File: src/rtl/ptp_tod_pkg.sv
package ptp_tod_pkg;
   typedef enum logic [2:0] {
      RA_SUBNS = 3'd0,
      RA_LOW   = 3'd1,
      RA_HIGH  = 3'd2,
      RA_TRIM  = 3'd3,
      RA_CTRL  = 3'd4
   } reg_addr_e;

   localparam int HALT_BIT = 31;
endpackage

File: src/rtl/ptp_tod_frac.sv
module ptp_tod_frac #(
   parameter int FRAC_W = 32
) (
   input  logic              clk,
   input  logic              rst_n,
   input  logic              adv,
   input  logic              neg,
   input  logic [FRAC_W-2:0] mag,
   input  logic              clr,
   input  logic              ld,
   input  logic [FRAC_W-1:0] ld_val,
   output logic [FRAC_W-1:0] frac,
   output logic              adj
);
   logic [FRAC_W:0]   sum_w, dif_w;
   logic [FRAC_W-1:0] nxt;

   initial assert (FRAC_W >= 2) else $error("FRAC_W too small");

   always_comb begin
      sum_w = {1'b0, frac} + {2'b00, mag};
      dif_w = {1'b0, frac} - {2'b00, mag};
      adj   = neg ? dif_w[FRAC_W] : sum_w[FRAC_W];
      nxt   = neg ? dif_w[FRAC_W-1:0] : sum_w[FRAC_W-1:0];
   end

   always_ff @(posedge clk or negedge rst_n) begin
      if (!rst_n)   frac <= '0;
      else if (clr) frac <= '0;
      else if (ld)  frac <= ld_val;
      else if (adv) frac <= nxt;
   end

   // clearing on a time load leaves an empty accumulator
   a_r7_frac_clear: assert property (@(posedge clk) disable iff (!rst_n)
      clr |=> frac == '0);
   // a direct load lands in the accumulator
   a_r8_frac_load: assert property (@(posedge clk) disable iff (!rst_n)
      (ld && !clr) |=> frac == $past(ld_val));
endmodule

File: src/rtl/ptp_tod_ns.sv
module ptp_tod_ns #(
   parameter int NS_W = 40,
   parameter int STEP = 8
) (
   input  logic            clk,
   input  logic            rst_n,
   input  logic            adv,
   input  logic            neg,
   input  logic            adj,
   input  logic            ld,
   input  logic [NS_W-1:0] ld_val,
   output logic [NS_W-1:0] ns
);
   localparam logic [NS_W-1:0] STEP_V = NS_W'(STEP);
   logic [NS_W-1:0] nxt;

   initial assert (STEP > 1) else $error("STEP must exceed one");

   always_comb begin
      nxt = ns + STEP_V;
      if (adj) nxt = neg ? nxt - NS_W'(1) : nxt + NS_W'(1);
   end

   always_ff @(posedge clk or negedge rst_n) begin
      if (!rst_n)   ns <= '0;
      else if (ld)  ns <= ld_val;
      else if (adv) ns <= nxt;
   end

   // a counted tick moves by the base step, trimmed by at most one
   a_r1_step: assert property (@(posedge clk) disable iff (!rst_n)
      (adv && !ld) |=> (NS_W'(ns - $past(ns)) == STEP_V)
                    || (NS_W'(ns - $past(ns)) == NS_W'(STEP + 1) && !$past(neg))
                    || (NS_W'(ns - $past(ns)) == NS_W'(STEP - 1) && $past(neg)));
   // no tick, no load, no change
   a_r1_idle: assert property (@(posedge clk) disable iff (!rst_n)
      (!adv && !ld) |=> $stable(ns));
endmodule

File: src/rtl/ptp_tod_snap.sv
module ptp_tod_snap #(
   parameter int NS_W = 40
) (
   input  logic            clk,
   input  logic            rst_n,
   input  logic            rd_sub,
   input  logic            rd_low,
   input  logic            rd_high,
   input  logic [NS_W-1:0] ns_live,
   output logic            held,
   output logic [NS_W-1:0] snap
);
   always_ff @(posedge clk or negedge rst_n) begin
      if (!rst_n) begin
         held <= 1'b0;
         snap <= '0;
      end else if (rd_sub || (rd_low && !held)) begin
         held <= 1'b1;
         snap <= ns_live;
      end else if (rd_high) begin
         held <= 1'b0;
      end
   end

   // a held capture is frozen until a new sub-ns read
   a_r5_frozen: assert property (@(posedge clk) disable iff (!rst_n)
      (held && !rd_sub) |=> $stable(snap));
   // a high read releases the capture
   a_r6_release: assert property (@(posedge clk) disable iff (!rst_n)
      (rd_high && !rd_sub && !rd_low) |=> !held);
endmodule

File: src/rtl/ptp_tod_counter.sv
module ptp_tod_counter
   import ptp_tod_pkg::*;
#(
   parameter int REG_W  = 32,
   parameter int NS_W   = 40,
   parameter int STEP   = 8,
   parameter int ADDR_W = 3
) (
   input  logic              clk,
   input  logic              rst_n,
   input  logic              tick,
   input  logic              wr_en,
   input  logic              rd_en,
   input  logic [ADDR_W-1:0] addr,
   input  logic [REG_W-1:0]  wdata,
   output logic [REG_W-1:0]  rdata
);
   localparam int FRAC_W  = REG_W;
   localparam int HI_BITS = NS_W - REG_W;

   initial assert (NS_W > REG_W && NS_W <= 2*REG_W)
      else $error("NS_W must span the low word and part of the high word");
   initial assert (ADDR_W >= 3) else $error("ADDR_W too small");
   initial assert (REG_W > HALT_BIT) else $error("REG_W too small for control");

   logic              halt_q;
   logic [REG_W-1:0]  trim_q, stage_lo, rdata_q;
   logic [FRAC_W-1:0] frac;
   logic [NS_W-1:0]   ns, snap;
   logic              held, adj, adv, neg;
   logic              wr_sub, wr_low, wr_high, wr_trim, wr_ctrl;
   logic              rd_sub, rd_low, rd_high;
   logic [NS_W-1:0]   ns_view;
   logic [REG_W-1:0]  hi_word, rd_mux;

   always_comb begin
      wr_sub  = wr_en && addr == ADDR_W'(RA_SUBNS);
      wr_low  = wr_en && addr == ADDR_W'(RA_LOW);
      wr_high = wr_en && addr == ADDR_W'(RA_HIGH);
      wr_trim = wr_en && addr == ADDR_W'(RA_TRIM);
      wr_ctrl = wr_en && addr == ADDR_W'(RA_CTRL);
      rd_sub  = rd_en && addr == ADDR_W'(RA_SUBNS);
      rd_low  = rd_en && addr == ADDR_W'(RA_LOW);
      rd_high = rd_en && addr == ADDR_W'(RA_HIGH);
      adv     = tick && !halt_q;
      neg     = trim_q[REG_W-1];
   end

   always_ff @(posedge clk or negedge rst_n) begin
      if (!rst_n) begin
         halt_q   <= 1'b1;
         trim_q   <= '0;
         stage_lo <= '0;
      end else begin
         if (wr_ctrl) halt_q   <= wdata[HALT_BIT];
         if (wr_trim) trim_q   <= wdata;
         if (wr_low)  stage_lo <= wdata;
      end
   end

   ptp_tod_frac #(.FRAC_W(FRAC_W)) u_frac (
      .clk(clk), .rst_n(rst_n), .adv(adv), .neg(neg),
      .mag(trim_q[FRAC_W-2:0]), .clr(wr_high), .ld(wr_sub),
      .ld_val(wdata), .frac(frac), .adj(adj)
   );

   ptp_tod_ns #(.NS_W(NS_W), .STEP(STEP)) u_ns (
      .clk(clk), .rst_n(rst_n), .adv(adv), .neg(neg), .adj(adj),
      .ld(wr_high), .ld_val({wdata[HI_BITS-1:0], stage_lo}), .ns(ns)
   );

   ptp_tod_snap #(.NS_W(NS_W)) u_snap (
      .clk(clk), .rst_n(rst_n), .rd_sub(rd_sub), .rd_low(rd_low),
      .rd_high(rd_high), .ns_live(ns), .held(held), .snap(snap)
   );

   assign ns_view = held ? snap : ns;

   generate
      if (HI_BITS < REG_W) begin : g_pad
         assign hi_word = {{(REG_W-HI_BITS){1'b0}}, ns_view[NS_W-1:REG_W]};
      end else begin : g_full
         assign hi_word = ns_view[NS_W-1:REG_W];
      end
   endgenerate

   always_comb begin
      case (addr)
         ADDR_W'(RA_SUBNS): rd_mux = frac;
         ADDR_W'(RA_LOW):   rd_mux = ns_view[REG_W-1:0];
         ADDR_W'(RA_HIGH):  rd_mux = hi_word;
         ADDR_W'(RA_TRIM):  rd_mux = trim_q;
         ADDR_W'(RA_CTRL):  rd_mux = REG_W'(halt_q) << HALT_BIT;
         default:           rd_mux = '0;
      endcase
   end

   always_ff @(posedge clk or negedge rst_n) begin
      if (!rst_n)      rdata_q <= '0;
      else if (rd_en)  rdata_q <= rd_mux;
   end
   assign rdata = rdata_q;

   // reserved high-word bits never read as one
   a_r4_reserved: assert property (@(posedge clk) disable iff (!rst_n)
      rd_high |=> rdata[REG_W-1:HI_BITS] == '0);
   // a high write loads both halves at once
   a_r7_load: assert property (@(posedge clk) disable iff (!rst_n)
      wr_high |=> ns == {$past(wdata[HI_BITS-1:0]), $past(stage_lo)});
   // a halted counter holds unless loaded
   a_r9_halt: assert property (@(posedge clk) disable iff (!rst_n)
      (halt_q && !wr_high) |=> $stable(ns));
   // read data holds between reads
   a_r11_hold: assert property (@(posedge clk) disable iff (!rst_n)
      !rd_en |=> $stable(rdata));
endmodule

File: config.mk
export PLATFORM = sky130hd
export DESIGN_NAME = ptp_tod_counter
export DESIGN_NICKNAME = d
export VERILOG_FILES = /design/src/rtl/ptp_tod_pkg.sv /design/src/rtl/ptp_tod_frac.sv /design/src/rtl/ptp_tod_ns.sv /design/src/rtl/ptp_tod_snap.sv /design/src/rtl/ptp_tod_counter.sv
export SDC_FILE = /design/constraint.sdc
export NUM_CORES = 1
export LEC_CHECK = 0
export ABC_AREA = 1
export CORE_MARGIN = 3
export CORE_UTILIZATION = 55
export DETAILED_ROUTE_END_ITERATION = 6
export PLACE_DENSITY_LB_ADDON = 0.2
export SYNTH_ARGS = -nofsm -noshare
export SYNTH_HDL_FRONTEND = slang
export SYNTH_SLANG_ARGS = --single-unit
File: constraint.sdc
create_clock -name clk -period 8 [get_ports clk]
set_clock_uncertainty 0.1 [all_clocks]
set_input_delay 2.4 -clock clk [delete_from_list [all_inputs] [get_ports clk]]
set_output_delay 2.4 -clock clk [all_outputs]
set_load 0.1 [all_outputs]
### After elaboration in Yosys (flattened, before gate mapping)

Cells that the tools add are included.

* $add $sub $neg: 5
* equality and inequality tests: 4
* muxes and demuxes: 13
* reduce and logical (&&, ||, !) cells: 17

Operators with widths (count)
* two-way mux 40 bit: 5
* case mux 32 bit (5 select lines): 1
* two-way mux 32 bit: 4
* adder 40 x 1 -> 40 bit, second input constant: 1
* adder 40 x 4 -> 40 bit, second input constant: 1
* subtractor 40 x 1 -> 40 bit, second input constant: 1
* adder 32 x 31 -> 33 bit: 1
* subtractor 32 x 31 -> 33 bit: 1
* logical AND 1 bit: 10
* equality test 3 x 2 -> 1 bit, second input constant: 2
* nonzero test 2 bit: 2
* equality test 3 x 1 -> 1 bit, second input constant: 1
* equality test 3 bit, second input constant: 1
* zero test 3 bit: 1
* two-way mux 1 bit: 3
* nonzero test 3 bit: 1
* zero test 1 bit: 2
* logical OR 1 bit: 1

* register bits: 210
* bits of input ports: 40
* output and inout bits: 32
* logic and storage cells: 47

### Logic depth before layout (Yosys ltp)

Gate-level depths: netlist of the first run.

* word-level depth: 6
* mapped depth: 25
* gate-level depth less buffers: 25

### Hierarchy

Synthesis of the first run repeated with hierarchy kept, for this count alone.

* cells, all modules: 3120
* area, all modules: 18880.6 um^2

Modules (own cells, without submodules)
* ptp_tod_frac: instances 1, cells each 1171, area an instance 6190.9 um^2, sequential area each 800.8 um^2
* ptp_tod_ns: instances 1, cells each 1088, area an instance 6127.1 um^2, sequential area each 1001.0 um^2
* ptp_tod_counter: instances 1, cells each 683, area an instance 4903.5 um^2, sequential area each 2428.6 um^2
* ptp_tod_snap: instances 1, cells each 178, area an instance 1659.1 um^2, sequential area each 1026.0 um^2

### Worst setup path after synthesis of the first run

No wires, ideal clock.

* kind: input to register
* from: input port addr[1]
* to: register u_frac.frac[3]
* setup time: 0.124 ns
* data arrival time: 3.564 ns
* required time: 7.776 ns
* path slack: 4.212 ns
* cell stages on the path: 10
* buffers on the path: 2
* path through: nor2_1 > inv_1 > nor2_2 > inv_2 > nor2_4 > inv_2 > buf_2 > buf_2 > o211ai_1 > nand2_1

* longest elaborated chain between the ends: 4
* elaborated cells on any way between the ends: 7
* those cells by class: eq/ne (1); mux (2); reduce/logical (4)

Ends and longest elaborated chain
* start, declared: RTL line ptp_tod_counter.sv:14 `input logic [ADDR_W-1:0] addr,`
* zero test 3 bit: RTL line ptp_tod_counter.sv:37 `wr_sub = wr_en && addr == ADDR_W'(RA_SUBNS);`
* logical AND 1 bit: RTL line ptp_tod_counter.sv:37
* two-way mux 32 bit: RTL line ptp_tod_frac.sv:30 `else if (ld) frac <= ld_val;`
* two-way mux 32 bit: RTL line ptp_tod_frac.sv:29 `else if (clr) frac <= '0;`
* end signal, assigned: RTL line ptp_tod_frac.sv:30
* end signal, assigned: RTL line ptp_tod_frac.sv:31 `else if (adv) frac <= nxt;`
* end, declared: RTL line ptp_tod_frac.sv:12 `output logic [FRAC_W-1:0] frac,`

Parallel ways exist; a longest one is shown, timed or not.
A chain may end at the register's enable or synchronous reset.

### Worst setup path after layout of the first run

* from: input port addr[2]
* to: register u_frac.frac[4]

Same word-level chain as after synthesis.

==> results of run 1 <==
==> synthesized netlist by cell type, types with 4 or more instances <==
cell type	count	area share
a21o_1	6	0.0024
a21oi_1	141	0.038
a21oi_2	5	0.0024
a221oi_1	17	0.0080
a31oi_1	5	0.0017
buf_1	4	0.00081
buf_2	21	0.0056
buf_4	15	0.0060
buf_6	8	0.0048
clkbuf_1	54	0.011
dfrtp_1	209	0.28
ha_1	104	0.070
inv_1	438	0.088
inv_2	18	0.0036
nand2_1	1073	0.22
nand2_2	12	0.0040
nand3_1	163	0.044
nand3_2	9	0.0048
nand4_1	28	0.0094
nor2_1	232	0.047
nor2_2	15	0.0050
nor2_4	5	0.0030
nor3_1	29	0.0078
nor4_1	6	0.0020
o2111ai_1	7	0.0033
o211ai_1	13	0.0052
o21ai_0	235	0.063
o21ai_1	18	0.0048
o21bai_1	24	0.0097
o22ai_1	9	0.0030
xnor2_1	8	0.0038
xor2_1	40	0.019
==> power by group through the flow <==
stage | clock [mW] | combinational, mW | sequential [mW]
2_1_floorplan | 0 | 3.11 | 1.87
3_3_place_gp | 0 | 4.40 | 1.80
3_5_place_dp | 0 | 4.46 | 1.81
4_1_cts | 1.25 | 4.49 | 1.79
5_1_grt | 1.29 | 5.10 | 1.84
6_report | 1.25 | 4.61 | 1.81
==> stage by stage <==
step                hold slack, ns  instances  utilization
floorplan                    0.353       3009            -
global placement             0.365       3435        0.592
detailed placement           0.370       3435        0.592
CTS                          0.386       3478        0.619
global route                 0.400       3478        0.619
finish                       0.386       3478        0.619
==> per-layer routing <==
layer | share of wire | GRT usage | wire (um) | vias to the layer above
met3 | 0.099 | 0.0645 | 6630 | 147
met5 | 0.00021 | 0 | 14 | -
li1 | - | - | - | 9511
met4 | 0.040 | 0.132 | 2660 | 2
met2 | 0.41 | 0.536 | 27600 | 1024
met1 | 0.45 | 0.540 | 30000 | 9348
==> area by class of cell <==
cell class                      instances  area (sq um)
Clock buffer                           33           694
Clock inverter                         10           199
Fill cell                            3149         12500
Inverter                              458          1720
Multi-Input combinational cell       2239         11100
Sequential cell                       210          5260
Tap cell                              442           553
Timing Repair Buffer                   86           841
==> registers in the layout, indices dropped and copies added, names as in the netlist <==
signal,count
u_ns.ns,40
u_snap.snap,40
rdata,32
stage_lo,32
trim_q,32
u_frac.frac,32
halt_q,1
u_snap.held,1
==> kinds of logic (layout without fill, tap and decap cells) <==
logic type / count (synthesis) / in the layout / share of synthesized area
and+or+nand+nor: 1591 / 1591 / 0.353
buffers and inverters: 560 / 587 / 0.121
AOI/OAI and AO/OA: 490 / 490 / 0.147
DFF: 210 / 210 / 0.282
adders and majority gates: 107 / 107 / 0.0731
xor gates and xnor gates: 48 / 48 / 0.0226
muxes: 3 / 3 / 0.00181
==> worst paths after layout <==
check	start	end	cells after the start
max in group asynchronous	rst_n	trim_q[31]	2
min in group asynchronous	rst_n	stage_lo[6]	1
worst min register to register	rdata[1]	rdata[1]	2
worst max register to register	u_ns.ns[3]	u_ns.ns[39]	21
worst min-delay path	rdata[1]	rdata[1]	2
worst max-delay path	addr[2]	u_frac.frac[4]	15
==> critical path, stage by stage <==
cell and delay [ns]:
clkdlybuf4s50_1 0.59, nor2_1 0.10, nand2_1 0.16, nor2_4 0.04, buf_4 0.26, nor2_4 0.24, inv_2 0.04, buf_4 0.24
nor2_2 0.11, buf_4 0.38, inv_2 0.06, nand2_1 0.92, inv_1 0.16, o211ai_1 0.17, nand2_1 0.08
==> results.py, run 1 <==
metrics = {
    "sta": {
        "tightest_slew_ns": 1.26,
        "period_share": 0.709,
        "layout_min_cycle_time_ns": 5.67,
        "final-hold-violation-count": 0,
        "rsz0062_at_grt": "no",
        "setup_viol_count_final": 0,
        "fin_setup_tns_ns": 0,
        "relSlewSlack": 0.157,
        "slew_viol_final": 0,
        "max_freq_mhz": 176,
        "layout_setup_ws_ns": 2.33,
    },
    "logic_synthesis": {
        "synthFlopType": "dfrtp_1",
        "yosys_warnings": 0,
        "ys_types": 54,
        "ys_ff_latch": 210,
        "ys_seq_area_frac": 0.282,
        "syn_inst": 3009,
        "synth.cell_area_sq_um": 18600,
        "synth.avg_cell_area_sq_um": 6.19,
        "async_flop_share": 1.00,
        "synth_edf_count": 0,
        "syn_nets": 3156,
    },
    "clock_network": {
        "cts.repair.resized": 0,
        "cts_hold_buffers": 0,
        "cts_htree_levels": 1,
        "clk_pin_slew_ns": 0.06,
        "clock_latency_ns": 0.54,
        "cts_tree": "yes",
        "post-cts-setup-buffers": 0,
        "clock_tree.buffer_depth": 3,
        "cts_num_sinks": 210,
        "numCtsBuffers": 24,
        "cts-root-buf": "clkbuf_16",
    },
    "worst_setup_path": {
        "crit_path_end_kind": "flop",
        "r2r_setup_slack_ns": 3.50,
        "critPathKind": "in2reg",
        "cp-start-kind": "primary input",
        "crit_required_ns": 8.32,
        "path_max_fanout": 35,
        "arrival_ns": 5.99,
    },
    "pwr": {
        "switchingPower_mw": 4.11,
        "p_clk_frac": 0.163,
        "comb_power_share": 0.601,
        "power_mw": 7.67,
        "p_per_area_nw_per_um2": 376,
        "p_seq_frac": 0.236,
        "swShare": 0.536,
        "ir_worst_vdd_uv": 293,
        "internal-power_mw": 3.56,
        "power.leakage_nw": 10.8,
    },
    "route": {
        "wl_per_cell_um": 19.2,
        "detail-route-antenna-nets": 0,
        "drt-initial-drc-count": 2396,
        "vias_per_cell": 5.76,
        "via_count": 20000,
        "dr.pass1.iters": 6,
        "drc_errors": 0,
        "wl_um": 66900,
    },
    "floorplan": {
        "io_pins": 72,
        "dieArea_sq_um": 36100,
        "fp.dieW_um": 190,
        "start_util": 0.565,
        "rows": 66,
        "core-area_sq_um": 32900,
        "die_y_um": 190,
    },
    "worst_hold_path": {
        "hold_path.class": "reg2reg",
    },
    "final_layout": {
        "final_common_cell": "nand2_1",
        "fin_area_sq_um": 20400,
        "final_cell_mix": "nand2_1, inv_1, o21ai_0",
        "syn_to_final_growth_pct": 9.62,
        "antenna_cells": 0,
        "drive_gt1_frac": 0.0471,
        "fin_nets": 3166,
    },
    "placement": {
        "port_buffers": 71,
        "hpwlAfterDp_um": 52500,
        "place_area_sq_um": 19500,
        "routabilityCongestion": 1.04,
        "place_ws_ns": 1.93,
    },
    "global_routing": {
        "overflow": 0,
        "grt_pass1_wl_um": 104000,
        "grt_pass1_vias": 18500,
        "gr-usage-all-layers": 0.366,
        "grt_max_degree": 179,
        "antenna_found_initial": 1,
    },
    "outcome": {
        "outcome": "completed",
    },
    "run": {
        "maxCapViolCount": 0,
    },
}
Note: power is estimated with default switching activity, not from simulation.
==> run 2: changes to the inputs <==
clock period = 4.72 ns   (was 8 ns; I/O delays follow)
==> results.py, run 2 (same netlist as run 1, synthesis figures left out) <==
metrics = {
    "global_routing": {
        "gr-usage-all-layers": 0.365,
        "overflow": 0,
        "grt_pass1_vias": 18600,
        "grt_max_degree": 112,
        "grt_pass1_wl_um": 104000,
        "antenna_found_initial": 0,
    },
    "final_layout": {
        "final_common_cell": "nand2_1",
        "fin_nets": 3174,
        "multi_input_area_sq_um": 11100,
        "instances_no_fill": 3485,
        "drive_gt1_frac": 0.0483,
        "antenna_cells": 0,
        "n_fill_cell": 3200,
        "syn_to_final_growth_pct": 9.39,
        "top_regs": "u_ns.ns (40), u_snap.snap (40)",
        "final_util": 0.618,
        "final_cell_mix": "nand2_1, inv_1, o21ai_0",
        "regArea_sq_um": 5260,
        "fin_area_sq_um": 20400,
    },
    "placement": {
        "routabilityCongestion": 1.03,
        "place_area_sq_um": 19600,
        "port_buffers": 71,
        "place_inst": 3443,
        "hpwlAfterDp_um": 53400,
    },
    "route": {
        "detail-route-antenna-nets": 0,
        "wl_um": 67200,
        "vias_per_cell": 5.72,
        "wl_met1_um": 29000,
        "wl_per_cell_um": 19.3,
        "via_count": 20000,
        "dr.pass1.iters": 6,
        "wl_met3_um": 7260,
        "drc_errors": 0,
        "top_layer": "met4",
        "drt-initial-drc-count": 2262,
        "wl_met2_um": 28400,
    },
    "worst_hold_path": {
        "min_from": "rdata[31]",
        "hold_path.class": "reg2reg",
        "min_path_cells": 2,
    },
    "floorplan": {
        "dieArea_sq_um": 36100,
        "die_y_um": 190,
        "core-area_sq_um": 32900,
        "fp.dieW_um": 190,
        "io_pins": 72,
        "start_util": 0.565,
        "rows": 66,
    },
    "worst_setup_path": {
        "crit_start": "u_ns.ns[18]",
        "crit_path_end_kind": "flop",
        "critPathKind": "reg2reg",
        "rr_worst_depth": 20,
        "worst_path_max_delay_cell": "nor2_1",
        "path_buf_inv": 4,
        "cp.depth": 20,
        "cp-start-kind": "flop",
        "path_max_fanout": 5,
        "path_delay_family": "simple AND/OR/NAND/NOR gates",
        "crit_required_ns": 5.07,
        "r2r_start": "u_ns.ns[18]",
        "cp_common_cell": "nand2_1",
        "crit_chain": "inv_1 -> nor3_1 -> nand2_1 -> nor2_1 -> xor2_1 -> inv_1 -> ha_1 -> nand2_1 -> nor2_1 -> nand2_1 -> inv_1 -> nand3_1 -> nand3_1 -> nand2_1 -> nand2_1 -> inv_1 -> nand2_1 -> nand3_2 -> nand2_1 -> nand2_1",
        "arrival_ns": 4.33,
        "critPathMaxStageDelay_ns": 0.45,
    },
    "clock_network": {
        "cts.repair.resized": 0,
        "numCtsBuffers": 24,
        "cts-root-buf": "clkbuf_16",
        "clock_latency_ns": 0.55,
        "cts_hold_buffers": 0,
        "cts_num_sinks": 210,
        "cts_tree": "yes",
        "clk_pin_slew_ns": 0.06,
        "post-cts-setup-buffers": 0,
        "clock_tree.buffer_depth": 3,
        "cts_htree_levels": 1,
    },
    "sta": {
        "period_share": 0.844,
        "layout_min_cycle_time_ns": 3.98,
        "tightest_slew_ns": 1.01,
        "rsz0062_at_grt": "no",
        "max_freq_mhz": 251,
        "slew_viol_final": 0,
        "fin_setup_tns_ns": 0,
        "relSlewSlack": 0.323,
        "setup_viol_count_final": 0,
        "hold_slack_ns": 0.376,
        "final-hold-violation-count": 0,
    },
    "pwr": {
        "ir_worst_vdd_uv": 379,
        "power.leakage_nw": 10.7,
        "p_per_area_nw_per_um2": 628,
    },
    "outcome": {
        "outcome": "completed",
    },
    "run": {
        "maxCapViolCount": 0,
    },
}
==> run 2: cell count changes in the layout (fill, tap and decap cells not counted), sizes merged <==
cell / delta
clkinv: +2
inv: -2
clkbuf: +3
buf: +8
bufinv: -4
==> run 2: metrics by stage <==
step / power [mW] / setup slack, ns
after floorplan: 8.45 / 1.71
after CTS: 12.6 / 0.899
after detailed placement: 10.7 / 0.780
after global placement: 10.5 / 0.862
after global routing: 13.8 / 0.438
final: 12.8 / 0.736
==> run 2: power by group <==
group	internal, mW	switching (mW)	total, mW	leakage (nW)
Clock	1.09	0.776	1.86	0.379
Combinational	2.36	5.51	7.87	7.69
Sequential	2.39	0.680	3.07	2.67
Total	5.83	6.97	12.8	10.7
==> run 2: worst paths after layout <==
kind	to	slack [ns]
max	u_ns.ns[39]	0.74
min	rdata[31]	0.38
max reg2reg	u_ns.ns[39]	0.74
min reg2reg	rdata[31]	0.38
max in group asynchronous	u_frac.frac[23]	2.67
min in group asynchronous	u_snap.snap[8]	0.83
==> run 2: tightest hold or removal path, stage by stage, from the launching register on <==
cell and delay (ns):
dfrtp_1 0.34, nand2_1 0.05, nand2_1 0.05
==> run 2: final cells by class <==
class                   count  area share
well taps                 442      0.0272
repair buffers             94      0.0448
multi-input cells        2239       0.547
inverters                 458      0.0845
clock inverters             6     0.00356
flip-flops and latches    210       0.258
clock buffers              36      0.0346
==> run 2: layer usage <==
| layer | track usage | vias up |
|---|---|---|
| met3 | 0.0728 | 144 |
| met5 | 0 | - |
| met2 | 0.556 | 1064 |
| met4 | 0.112 | 0 |
| met1 | 0.524 | 9222 |
| li1 | - | 9520 |
